### src/rtl/cpu_lvl_pkg.sv
package cpu_lvl_pkg;
  typedef enum logic [1:0] {
    ADDR_PEND = 2'd0,
    ADDR_CLR  = 2'd1,
    ADDR_SET  = 2'd2,
    ADDR_RSVD = 2'd3
  } reg_addr_e;

  localparam int unsigned DEF_NUM_LVL   = 15;
  localparam int unsigned DEF_TIMER_LVL = 14;
  localparam int unsigned DEF_NMI_LVL   = 15;
endpackage

### src/rtl/pend_reg.sv
module pend_reg
  import cpu_lvl_pkg::*;
#(
  parameter int unsigned NUM_LVL   = DEF_NUM_LVL,
  parameter int unsigned TIMER_LVL = DEF_TIMER_LVL,
  parameter int unsigned NMI_LVL   = DEF_NMI_LVL,
  localparam int unsigned SOFT_LSB = NUM_LVL + 1,
  localparam int unsigned WORD_W   = 2 * SOFT_LSB
) (
  input  logic                 clk_i,
  input  logic                 rst_ni,
  input  logic                 wr_i,
  input  logic [1:0]           addr_i,
  input  logic [WORD_W-1:0]    wdata_i,
  input  logic                 timer_i,
  input  logic                 nmi_i,
  input  logic                 target_i,
  input  logic [TIMER_LVL-1:1] mirror_lvl_i,
  output logic [WORD_W-1:0]    pend_o,
  output logic [WORD_W-1:0]    pend_d_o
);

  logic [WORD_W-1:0] soft_mask, clr_mask;
  logic [WORD_W-1:0] pend_q, pend_d;
  logic              set_wr, clr_wr;

  always_comb begin
    soft_mask = '0;
    for (int i = 1; i <= int'(NUM_LVL); i++) soft_mask[SOFT_LSB+i] = 1'b1;
    clr_mask = soft_mask;
    clr_mask[NMI_LVL] = 1'b1;
  end

  assign set_wr = wr_i && (addr_i == ADDR_SET);
  assign clr_wr = wr_i && (addr_i == ADDR_CLR);

  always_comb begin
    pend_d = pend_q;
    if (set_wr) pend_d = pend_d | (wdata_i & soft_mask);
    if (clr_wr) pend_d = pend_d & ~(wdata_i & clr_mask);
    // set beats clear on level 15
    if (nmi_i) pend_d[NMI_LVL] = 1'b1;
    pend_d[TIMER_LVL] = timer_i;
    for (int i = 1; i < int'(TIMER_LVL); i++) pend_d[i] = target_i & mirror_lvl_i[i];
  end

  always_ff @(posedge clk_i or negedge rst_ni) begin
    if (!rst_ni) pend_q <= '0;
    else         pend_q <= pend_d;
  end

  assign pend_o   = pend_q;
  assign pend_d_o = pend_d;

  logic past_vld_q;
  always_ff @(posedge clk_i or negedge rst_ni) begin
    if (!rst_ni) past_vld_q <= 1'b0;
    else         past_vld_q <= 1'b1;
  end


  timer_follow_chk: assert property (@(posedge clk_i) disable iff (!rst_ni)
    past_vld_q |-> pend_q[TIMER_LVL] == $past(timer_i));


  nmi_sticky_chk: assert property (@(posedge clk_i) disable iff (!rst_ni)
    (past_vld_q && $past(nmi_i)) |-> pend_q[NMI_LVL]);


  soft_hold_chk: assert property (@(posedge clk_i) disable iff (!rst_ni)
    (past_vld_q && !$past(wr_i)) |-> pend_q[WORD_W-1:SOFT_LSB] == $past(pend_q[WORD_W-1:SOFT_LSB]));


  soft_clr_chk: assert property (@(posedge clk_i) disable iff (!rst_ni)
    (past_vld_q && $past(clr_wr && wdata_i[SOFT_LSB+1])) |-> !pend_q[SOFT_LSB+1]);

endmodule

### src/rtl/level_merge.sv
module level_merge
  import cpu_lvl_pkg::*;
#(
  parameter int unsigned NUM_LVL   = DEF_NUM_LVL,
  parameter int unsigned TIMER_LVL = DEF_TIMER_LVL,
  parameter int unsigned NMI_LVL   = DEF_NMI_LVL
) (
  input  logic [NUM_LVL:1] soft_i,
  input  logic             tmr_i,
  input  logic             nmi_i,
  input  logic             target_i,
  input  logic [NUM_LVL:1] route_i,
  output logic [NUM_LVL:1] lvl_o
);

  for (genvar n = 1; n <= int'(NUM_LVL); n++) begin : g_lvl
    logic fixed;
    if (n == int'(TIMER_LVL)) begin : g_tmr
      assign fixed = tmr_i;
    end else if (n == int'(NMI_LVL)) begin : g_nmi
      assign fixed = nmi_i;
    end else begin : g_none
      assign fixed = 1'b0;
    end
    assign lvl_o[n] = soft_i[n] | (target_i & route_i[n]) | fixed;
  end

endmodule

### src/rtl/line_reg.sv
module line_reg
  import cpu_lvl_pkg::*;
#(
  parameter int unsigned NUM_LVL = DEF_NUM_LVL
) (
  input  logic             clk_i,
  input  logic             rst_ni,
  input  logic [NUM_LVL:1] lvl_i,
  output logic [NUM_LVL:1] line_o
);

  for (genvar n = 1; n <= int'(NUM_LVL); n++) begin : g_line
    logic q;
    // raise or lower only on a difference
    always_ff @(posedge clk_i or negedge rst_ni) begin
      if (!rst_ni)              q <= 1'b0;
      else if (lvl_i[n] != q)   q <= lvl_i[n];
    end
    assign line_o[n] = q;
  end

endmodule

### src/rtl/cpu_level_merge.sv
module cpu_level_merge
  import cpu_lvl_pkg::*;
#(
  parameter int unsigned NUM_LVL   = DEF_NUM_LVL,
  parameter int unsigned TIMER_LVL = DEF_TIMER_LVL,
  parameter int unsigned NMI_LVL   = DEF_NMI_LVL,
  localparam int unsigned SOFT_LSB = NUM_LVL + 1,
  localparam int unsigned WORD_W   = 2 * SOFT_LSB
) (
  input  logic                 clk_i,
  input  logic                 rst_ni,
  input  logic [1:0]           reg_addr_i,
  input  logic                 reg_wr_i,
  input  logic [WORD_W-1:0]    reg_wdata_i,
  output logic [WORD_W-1:0]    reg_rdata_o,
  input  logic                 timer_i,
  input  logic                 nmi_i,
  input  logic                 target_i,
  input  logic [NUM_LVL:1]     route_lvl_i,
  input  logic [TIMER_LVL-1:1] mirror_lvl_i,
  output logic [NUM_LVL:1]     irq_o
);

  logic [WORD_W-1:0] pend_q, pend_d;
  logic [NUM_LVL:1]  lvl_d;

  pend_reg #(
    .NUM_LVL  (NUM_LVL),
    .TIMER_LVL(TIMER_LVL),
    .NMI_LVL  (NMI_LVL)
  ) pend_i (
    .clk_i       (clk_i),
    .rst_ni      (rst_ni),
    .wr_i        (reg_wr_i),
    .addr_i      (reg_addr_i),
    .wdata_i     (reg_wdata_i),
    .timer_i     (timer_i),
    .nmi_i       (nmi_i),
    .target_i    (target_i),
    .mirror_lvl_i(mirror_lvl_i),
    .pend_o      (pend_q),
    .pend_d_o    (pend_d)
  );

  // next-state pending feeds the merge so lines move with the word
  level_merge #(
    .NUM_LVL  (NUM_LVL),
    .TIMER_LVL(TIMER_LVL),
    .NMI_LVL  (NMI_LVL)
  ) merge_i (
    .soft_i  (pend_d[WORD_W-1:SOFT_LSB+1]),
    .tmr_i   (pend_d[TIMER_LVL]),
    .nmi_i   (pend_d[NMI_LVL]),
    .target_i(target_i),
    .route_i (route_lvl_i),
    .lvl_o   (lvl_d)
  );

  line_reg #(
    .NUM_LVL(NUM_LVL)
  ) line_i (
    .clk_i (clk_i),
    .rst_ni(rst_ni),
    .lvl_i (lvl_d),
    .line_o(irq_o)
  );

  assign reg_rdata_o = (reg_addr_i == ADDR_PEND) ? pend_q : '0;

  logic past_vld_q;
  always_ff @(posedge clk_i or negedge rst_ni) begin
    if (!rst_ni) past_vld_q <= 1'b0;
    else         past_vld_q <= 1'b1;
  end


  no_route_chk: assert property (@(posedge clk_i) disable iff (!rst_ni)
    (past_vld_q && $past(!target_i && pend_d == '0)) |-> irq_o == '0);


  nmi_line_chk: assert property (@(posedge clk_i) disable iff (!rst_ni)
    pend_q[NMI_LVL] |-> irq_o[NMI_LVL]);


  timer_line_chk: assert property (@(posedge clk_i) disable iff (!rst_ni)
    pend_q[TIMER_LVL] |-> irq_o[TIMER_LVL]);


  reset_zero_chk: assert property (@(posedge clk_i)
    !rst_ni |-> (pend_q == '0 && irq_o == '0));

endmodule

### config.mk
export PLATFORM = sky130hd
export DESIGN_NAME = cpu_level_merge
export DESIGN_NICKNAME = d
export VERILOG_FILES = /design/src/rtl/cpu_lvl_pkg.sv /design/src/rtl/pend_reg.sv /design/src/rtl/level_merge.sv /design/src/rtl/line_reg.sv /design/src/rtl/cpu_level_merge.sv
export SDC_FILE = /design/constraint.sdc
export NUM_CORES = 1
export LEC_CHECK = 0
export ABC_AREA = 1
export BUFFER_PORTS_ARGS = -buffer_cell sky130_fd_sc_hd__buf_4
export CORE_ASPECT_RATIO = 1.2
export CORE_MARGIN = 4
export CORE_UTILIZATION = 30
export CTS_CLUSTER_DIAMETER = 100
export DETAILED_ROUTE_END_ITERATION = 8
export PLACE_DENSITY = 0.65
export SYNTH_ARGS = -nofsm -noshare
export SYNTH_HDL_FRONTEND = slang
export SYNTH_SLANG_ARGS = --single-unit
### constraint.sdc
create_clock -name clk_i -period 0.9 [get_ports clk_i]
set_clock_uncertainty 0.2 [all_clocks]
set_input_delay 0.18 -clock clk_i [delete_from_list [all_inputs] [get_ports clk_i]]
set_output_delay 0.18 -clock clk_i [all_outputs]
set_load 0.005 [all_outputs]
* Word-level counts from Yosys, hierarchy flattened
Index checks and enable logic that the tools add are counted.
** Storage, ports and cells
- Register bits :: 47
- Latch bits :: 0
- RAM bits :: 0
- Bits in read-only memories :: 0
- Input port bits :: 68
- Output and inout port bits :: 47
- Logic and storage cells :: 88
- Memories :: 0
** Operators by class
- Add/sub/neg operators :: 0
- $mul :: 0
- Divide/modulo/power cells :: 0
- $lt $le $gt $ge :: 0
- Eq/ne operators :: 17
- Shifts and indexed selects :: 0
- Muxes and demuxes :: 4
- Bitwise operators :: 48
- Reductions and logical operators :: 3
** Operators with widths (count)
- 32-bit 2-to-1 mux :: 3
- 32-bit AND :: 1
- 32-bit NOT :: 1
- 32-bit OR :: 1
- 1-bit AND :: 28
- 1-bit OR :: 17
- 1-bit inequality test :: 15
- 2-bit by 1-bit equality test with 1-bit output, second input constant :: 1
- 2-bit equality test, second input constant :: 1
- 1-bit logical AND :: 2
- 2-bit zero test :: 1
- 1-bit 2-to-1 mux :: 1

* Longest topological paths before layout
Gate-level depths: netlist of run 1.
- Depth after elaboration :: 8
- Depth in mapped cells :: 6
- Gate-level depth less buffers :: 5

* Modules after synthesis
Synthesis of run 1 repeated with hierarchy kept, for this count alone.
** Second synthesis, totals
- Cells, all modules :: 312
- Area, all modules :: 2563.7 um^2
** Modules (own cells, without submodules)
- pend_reg :: times used 1, cells each 151, area each 1412.6 um^2, seq. area each 750.7 um^2
- line_reg :: times used 1, cells each 45, area each 544.3 um^2, seq. area each 375.4 um^2
- cpu_level_merge :: times used 1, cells each 70, area each 426.7 um^2, seq. area each 0.0 um^2
- level_merge :: times used 1, cells each 46, area each 180.2 um^2, seq. area each 0.0 um^2

* Least setup slack after synthesis of run 1
Ideal clock, no wire load.
- Path kind :: input port to flip-flop
- Start :: input reg_wr_i
- End :: register line_i.g_line[14].q
- Library setup time :: 0.119 ns
- Arrival :: 0.669 ns
- Data required time :: 0.581 ns
- Slack :: -0.088 ns
- Stages :: 6
- Path buffers :: 1
- Path through :: nand2_1 -> nor2_4 -> buf_6 -> nand2_1 -> nand2_1 -> nand2_1
** Between the ends
- Longest elaborated chain between the ends :: 7
- Elaborated cells on any way between the ends :: 8
- Classes of those cells :: eq/ne: 1; mux: 2; bitwise: 3; reduce/logical: 2
** Ends and longest elaborated chain
- start, declared :: RTL line cpu_level_merge.sv:13 : input logic reg_wr_i,
- 1-bit logical AND :: RTL line pend_reg.sv:34 : assign set_wr = wr_i && (addr_i == ADDR_SET);
- 32-bit 2-to-1 mux :: RTL line pend_reg.sv:39 : if (set_wr) pend_d = pend_d | (wdata_i & soft_mask);
- 32-bit AND :: RTL line pend_reg.sv:40 : if (clr_wr) pend_d = pend_d & ~(wdata_i & clr_mask);
- 32-bit 2-to-1 mux (*) :: RTL line pend_reg.sv:40
- 1-bit OR (*) (2 in a row) :: RTL line level_merge.sv:25 : assign lvl_o[n] = soft_i[n] | (target_i & route_i[n]) | fixed;
- 1-bit inequality test :: RTL line line_reg.sv:17 : else if (lvl_i[n] != q) q <= lvl_i[n];
- end signal, assigned :: RTL line line_reg.sv:17
- end, declared :: RTL line line_reg.sv:13 : logic q;
Every way passes the cells marked *; elsewhere a longest branch is shown, timed or not.
A chain may end at the register's enable or synchronous reset.

* Final worst setup path of run 1
- Start :: register pend_i.pend_q[28] (netlist: pend_i.pend_o[28])
- End :: output reg_rdata_o[28]
** Between the ends
- Longest elaborated chain between the ends :: 1
** Ends and longest elaborated chain
- start, declared :: RTL line pend_reg.sv:24 : logic [WORD_W-1:0] pend_q, pend_d;
- start signal, assigned :: RTL line pend_reg.sv:49 : else pend_q <= pend_d;
- 32-bit 2-to-1 mux :: RTL line cpu_level_merge.sv:68 : assign reg_rdata_o = (reg_addr_i == ADDR_PEND) ? pend_q : '0;
- end, declared :: RTL line cpu_level_merge.sv:15 : output logic [WORD_W-1:0] reg_rdata_o,
No other way between the ends.

==> reports/qor.csv, run 1 <==
stage,metric,value,unit
place,Place WS,-0.404,ns
sta,worst hold margin,-0.125,ns
grt,first-pass GRT wire length,8850,um
sta,Pins Over Slew Limit,0,
synth,post-synthesis mux area share,0,
die,Initial Util,0.310,
worst_hold_path,hold path endpoint,pend_i.pend_o[7]$_DFF_PN0_,
setup_path,crit path capture type,output pin,
die,I/O pin cnt,115,
synth,Post-Synthesis Cells,271,
setup_path,Max stage delay on crit path,0.39,ns
routing,DRC,0,
place,I/O Buffers,96,
layout,Layout area overhead,63.5,%
grt,vias in the first global route,1902,
setup_path,CP arrival,0.90,ns
cts,clock root buffer,clkbuf_8,
power,Leakage Power,1.91,nW
setup_path,worst path cell trace,"inv_2, nor2_2, buf_4",
cts,Clock transition at path regs,0.08,ns
synth,Post-Syn Area,2140,sq um
power,PwrDens,1570,nW/um^2
layout,Antenna Cells,0,
synth,Area contributors post-synth,"dfrtp_1, inv_1, nand2_1",
die,Rows,33,
routing,WL per Instance,11.3,um
routing,drt first pass iters,4,
place,DP HPWL,3950,um
layout,Layout Cells excl Fill,463,
cts,CTS tree,yes,
synth,synthesis-stage register bit count,45,
setup_path,startpoint types,flip-flop,
synth,syn avg cell area,7.89,sq um
sta,Tcrit/Tclk final,1.42,
synth,Compound-Gate Fraction of Synth Area,0.0550,
setup_path,FF-to-FF path depth,6,
sta,RSZ-0062 raised after global routing,yes,
cts,clk buf depth,2,
sta,final hold vios,44,
run,# Max-Cap Violations,0,
setup_path,Required @ worst endpoint,0.52,ns
synth,XOR/XNOR Fraction of Synth Area,0,
grt,Tot GR Track Use,0.131,
routing,Detailed Route Iter0 Violations,26,
setup_path,flop-to-flop setup slack,-0.18,ns
die,die area,8550,sq um
cts,clock latency on the worst-skew pair,0.29,ns
die,die height,100,um
layout,layout cells sized above 1,0.545,
sta,fin crit period,1.28,ns
place,placed cells,438,
synth,largest family of logic cells by synthesized area,buffers and inverters,
die,Core ar.,6900,sq um
routing,via count,1830,
worst_hold_path,Worst Hold Path Cells,3,
setup_path,Reg-to-Reg Start,pend_i.pend_o[21]$_DFF_PN0_,
cts,H-tree levels,2,
setup_path,WS Path Type,flip-flop to output pin,
die,Die X,85.1,um
worst_hold_path,Hold/Removal Path Class,input pin to flip-flop,
routing,Final ANT Viol Nets,0,
grt,Congestion Overflow GR,0,
status,failing checks,"negative hold slack, negative setup slack",
setup_path,Crit Path Max Fanout,2,
power,Max rail drop VDD,0.813,mV
place,GPL Wtd Cong,0.738,
synth,Synth area leader,dfrtp_1,
routing,Via density,3.95,
synth,Yosys warning total,0,
worst_hold_path,worst hold start,mirror_lvl_i[7],
layout,fin nets,444,
synth,simple-gate share of the synthesized area,0.201,
synth,Post-Synth Adder-Cell Area,0,
routing,DRT Wirelength,5230,um
synth,"Seq/Total Area, Yosys",0.527,
sta,Final Setup Violations,75,
setup_path,reg2reg end,line_i.g_line[5].q$_DFFE_PN0P_,
grt,pin count of the biggest net entering global routing,29,
sta,fmax,0.780,GHz
status,outcome,"finished, violations left",
cts,Num CTS Buffers,5,
synth,Synth top area share,0.527,
sta,final worst slack,-0.382,ns
synth,"Distinct cells, synth",15,
setup_path,CP max-delay cell,dfrtp_1,
cts,CTS Sinks,45,
grt,initial antenna violation count,0,
sta,Setup TNS,-17.63,ns
==> state kept, by name, indices dropped and copies added, names as in the netlist <==
register and count:
pend_i.pend_o 30, line_i.g_line.q 15
==> where the power goes <==
part	internal, W	leakage [nW]	switching [W]	total, W
logic	0.000919	1.33	0.000699	0.00162
registers	0.00229	0.522	0.000125	0.00241
clock network	0.000807	0.0540	0.000643	0.00145
==> worst max-delay path by stage <==
stage                                      startpoint                              end
after floorplan                              reg_wr_i  line_i.g_line[14].q$_DFFE_PN0P_
after global placement                  reg_addr_i[1]   line_i.g_line[3].q$_DFFE_PN0P_
after detailed placement                reg_addr_i[1]   line_i.g_line[2].q$_DFFE_PN0P_
after CTS                 pend_i.pend_o[21]$_DFF_PN0_                  reg_rdata_o[21]
after global routing      pend_i.pend_o[30]$_DFF_PN0_                  reg_rdata_o[30]
final                     pend_i.pend_o[28]$_DFF_PN0_                  reg_rdata_o[28]
==> worst max-delay path, delay by kind of cell, from the launching register on <==
family	cells	cell delay, ns
AND/OR/NAND/NOR	1	0.03
buffers and inverters	2	0.20
flip-flops	1	0.39
==> cell usage after synthesis <==
library cell and instances:
nand3_1 1, inv_1 75, buf_2 6, buf_6 2, nand2_1 74, o21ai_2 10
conb_1 1, nor2_1 30, buf_4 17, nand3_2 1, nand4_1 2, dfrtp_1 45
a21oi_1 2, nor2_4 1, o21ai_0 4
==> per-stage QoR <==
stage               power [W]  cell area (sq um)   util
floorplan             0.00315               2330      -
global placement      0.00362               3070  0.445
detailed placement    0.00365               3070  0.445
CTS                   0.00555               3470  0.503
global route          0.00588               3500  0.507
finish                0.00548               3500  0.507
==> layout by cell type (no fill, tap or decap), types with 2 or more instances in the layout <==
master         Yosys  final
dlygate4sd3_1      0      2
nor2_2             0     22
conb_1             1      2
inv_1             75     49
nand4_1            2      2
dfrtp_1           45     45
nand2_2            0      2
nand2_1           74     70
buf_6              2     36
nor2_4             1      9
buf_12             0      6
o21ai_2           10     13
clkbuf_8           0      5
buf_4             17     78
inv_2              0     24
==> repair_timing <==
action                     4_1_cts  5_1_grt
setup endpoints to repair       75       76
setup buffers                   22        5
pin swaps                       48       18
gates resized for setup         60       14
hold endpoints to repair        90       45
hold buffers                     2        1
==> layout make-up <==
cell class	count	area, sq um
clock buffers	5	68.8
clock inverters	2	35.0
fillers	675	3400
inverters	75	289
multi-input cells	127	737
flip-flops and latches	45	1130
well taps	87	109
repair buffers	122	1130
==> routing by layer <==
| metal | track usage | vias to the layer above | wire length, um |
|---|---|---|---|
| li1 | - | 946 | - |
| met1 | 0.159 | 821 | 2100 |
| met2 | 0.225 | 58 | 2680 |
| met3 | 0.0401 | 5 | 396 |
| met4 | 0.0329 | 0 | 44 |
| met5 | 0 | - | 0 |
==> logic make-up (layout without fill, tap and decap cells) <==
kind of cell / count (synthesis) / after routing
buffers and inverters: 100 / 204
AND/OR/NAND/NOR: 109 / 109
flip-flops: 45 / 45
other: 1 / 2
AO/OA/AOI/OAI: 16 / 16
No activity file was read; power rests on OpenSTA's default activity.
==> inputs of run 2 (changes only) <==
- PLACE_DENSITY: 0.65 -> 0.62
- clock period: 0.9 -> 1.2 ns (I/O delays scaled with it)
==> run 2 against run 1 <==
The flow finishes with violations (negative setup slack). Sequential power is 25% lower. Register-to-register slack better by 0.21 ns. Global-route usage is 0.85 points higher. Combinational power decreased by 24%. Via count is 9.5% higher. Critical path type is now input pin to output pin.
==> reports/qor.csv, run 2 (synthesized netlist as in run 1, its figures left out) <==
stage,metric,value,unit
power,Int Power,0.00296,W
die,Die X,85.1,um
setup_path,reg2reg end,line_i.g_line[15].q$_DFFE_PN0P_,
sta,final hold vios,0,
cts,CTS tree,yes,
routing,Detailed Route Iter0 Violations,30,
setup_path,worst path cell trace,"buf_4, inv_4, nand2_8, buf_8, nor2_2, buf_4",
routing,DRC,0,
setup_path,Most common cell on crit path,buf_4,
routing,Via density,4.00,
grt,Congestion Overflow GR,0,
setup_path,flop-to-flop setup slack,0.03,ns
cts,clk buf depth,2,
setup_path,crit path buf inv count,4,
setup_path,crit path capture type,output pin,
power,PwrDens,1100,nW/um^2
layout,Antenna Cells,0,
worst_hold_path,hold path endpoint,pend_i.pend_o[29]$_DFF_PN0_,
cts,H-tree levels,2,
setup_path,Reg-to-Reg Start,pend_i.pend_o[15]$_DFF_PN0_,
grt,initial antenna violation count,0,
cts,clock root buffer,clkbuf_8,
worst_hold_path,worst hold start,reg_wdata_i[29],
layout,highest-count cells in the layout ignoring fill and taps,"buf_4, nand2_1, inv_1, dfrtp_1, dlygate4sd3_1",
worst_hold_path,Worst Hold Path Cells,4,
place,DP HPWL,3830,um
die,die height,100,um
power,Leakage Power,2.04,nW
die,Core ar.,6900,sq um
die,Rows,33,
setup_path,CP arrival,0.92,ns
setup_path,Max stage delay on crit path,0.16,ns
routing,WL per Instance,11.6,um
place,Place WS,-0.217,ns
sta,fmax,0.733,GHz
setup_path,CP top delay family,buffers and inverters,
setup_path,WS Path Type,input pin to output pin,
power,Total Power,0.00405,W
layout,number of flip-flops under the largest register name,30,
layout,"commonest non-fill, non-tap cell in the layout",buf_4,
power,sw power,0.00109,W
power,combinational share of power,0.303,
layout,Layout area overhead,72.3,%
cts,Clock transition at path regs,0.09,ns
layout,layout cells sized above 1,0.459,
routing,DRT Wirelength,5790,um
power,switch share,0.270,
power,Max rail drop VDD,0.557,mV
die,die area,8550,sq um
setup_path,startpoint types,input pin,
die,Initial Util,0.310,
grt,first-pass GRT wire length,9490,um
status,outcome,"finished, violations left",
place,GPL Wtd Cong,0.699,
place,I/O Buffers,96,
setup_path,CP max-delay cell,buf_8,
status,failing checks,negative setup slack,
setup_path,FF-to-FF path depth,4,
cts,CTS Sinks,45,
routing,via count,2004,
sta,RSZ-0062 raised after global routing,yes,
layout,fin nets,481,
worst_hold_path,Hold/Removal Path Class,input pin to flip-flop,
setup_path,Required @ worst endpoint,0.76,ns
power,sequential share of power,0.444,
sta,final worst slack,-0.165,ns
run,# Max-Cap Violations,0,
routing,Final ANT Viol Nets,0,
setup_path,Crit Path Max Fanout,12,
layout,fill cell count,640,
die,I/O pin cnt,115,
power,Clk network pwr share,0.253,
sta,Pins Over Slew Limit,0,
cts,clock latency on the worst-skew pair,0.29,ns
grt,Tot GR Track Use,0.139,
sta,Final Setup Violations,45,
sta,fin crit period,1.36,ns
grt,vias in the first global route,2079,
routing,drt first pass iters,4,
cts,Num CTS Buffers,5,
grt,pin count of the biggest net entering global routing,46,
sta,Tcrit/Tclk final,1.14,
[run 2: cell count changes in the layout (fill, tap and decap cells not counted), moves of 2 or more]
| cell | change |
|---|---|
| nor2_1 | +12 |
| nand2_1 | +2 |
| dlygate4sd3_1 | +29 |
| buf_12 | -4 |
| buf_4 | +25 |
| buf_6 | -17 |
| inv_2 | -7 |
| o21ai_2 | -2 |
| o21ai_0 | +3 |
| nor2_2 | -4 |
| nor2_4 | -8 |
| buf_8 | +2 |
| clkbuf_8 | +2 |
| inv_1 | +7 |
[run 2: through the flow]
step | utilization | area [sq um] | hold slack [ns] | cells | TNS (ns)
detailed placement | 0.419 | 2890 | 0.0283 | 440 | -8.30
global route | 0.534 | 3680 | 0.0106 | 501 | -6.30
global placement | 0.419 | 2890 | 0.0272 | 440 | -7.87
finish | 0.534 | 3680 | 0.0128 | 501 | -4.25
floorplan | - | 2140 | -0.256 | 272 | 0
CTS | 0.520 | 3590 | 0.00383 | 499 | -4.82
[run 2: metal layers]
layer	routed length [um]	track usage	part of all wire
met1	2270	0.158	0.39
met2	3090	0.259	0.53
met3	373	0.0368	0.064
met4	57	0.0329	0.0098
met5	0	0	0
[run 2: worst min-delay path, stage by stage]
cell     delay, ns
buf_4         0.08
nand2_1       0.04
nand2_1       0.07
inv_1         0.04
[run 2: layout make-up]
cell class	instances	area [sq um]	area share
multi-input cells	127	638	0.173
clock buffers	7	96.3	0.0262
inverters	75	289	0.0785
flip-flops and latches	45	1130	0.306
well taps	87	109	0.0296
repair buffers	159	1420	0.386
clock inverters	1	5.00	0.00136
[run 2: timing repair]
item,CTS,global route
buffers inserted,19,6
hold buffers,31,0
gates resized for setup,49,26
cloned,1,1
hold endpoints to repair,75,0
pin swaps,26,15
setup endpoints to repair,45,53
[run 2: how the worst max path moves through the flow]
stage                                      startpoint         endpoint  slack (ns)  cells past startpoint
after floorplan                         reg_addr_i[0]  reg_rdata_o[10]        0.11                      4
after global placement                  reg_addr_i[0]  reg_rdata_o[11]       -0.22                      6
after detailed placement                reg_addr_i[0]  reg_rdata_o[11]       -0.22                      6
after CTS                 pend_i.pend_o[29]$_DFF_PN0_  reg_rdata_o[29]       -0.16                      3
after global routing      pend_i.pend_o[29]$_DFF_PN0_  reg_rdata_o[29]       -0.20                      3
final                                   reg_addr_i[1]  reg_rdata_o[28]       -0.16                      6
[run 2: power groups by stage]
stage          sequential [W]  clock (W)  combinational (W)
2_1_floorplan         0.00178          0           0.000486
3_3_place_gp          0.00179          0           0.000824
3_5_place_dp          0.00180          0           0.000840
4_1_cts               0.00180    0.00107            0.00119
5_1_grt               0.00182    0.00113            0.00137
6_report              0.00180    0.00102            0.00123
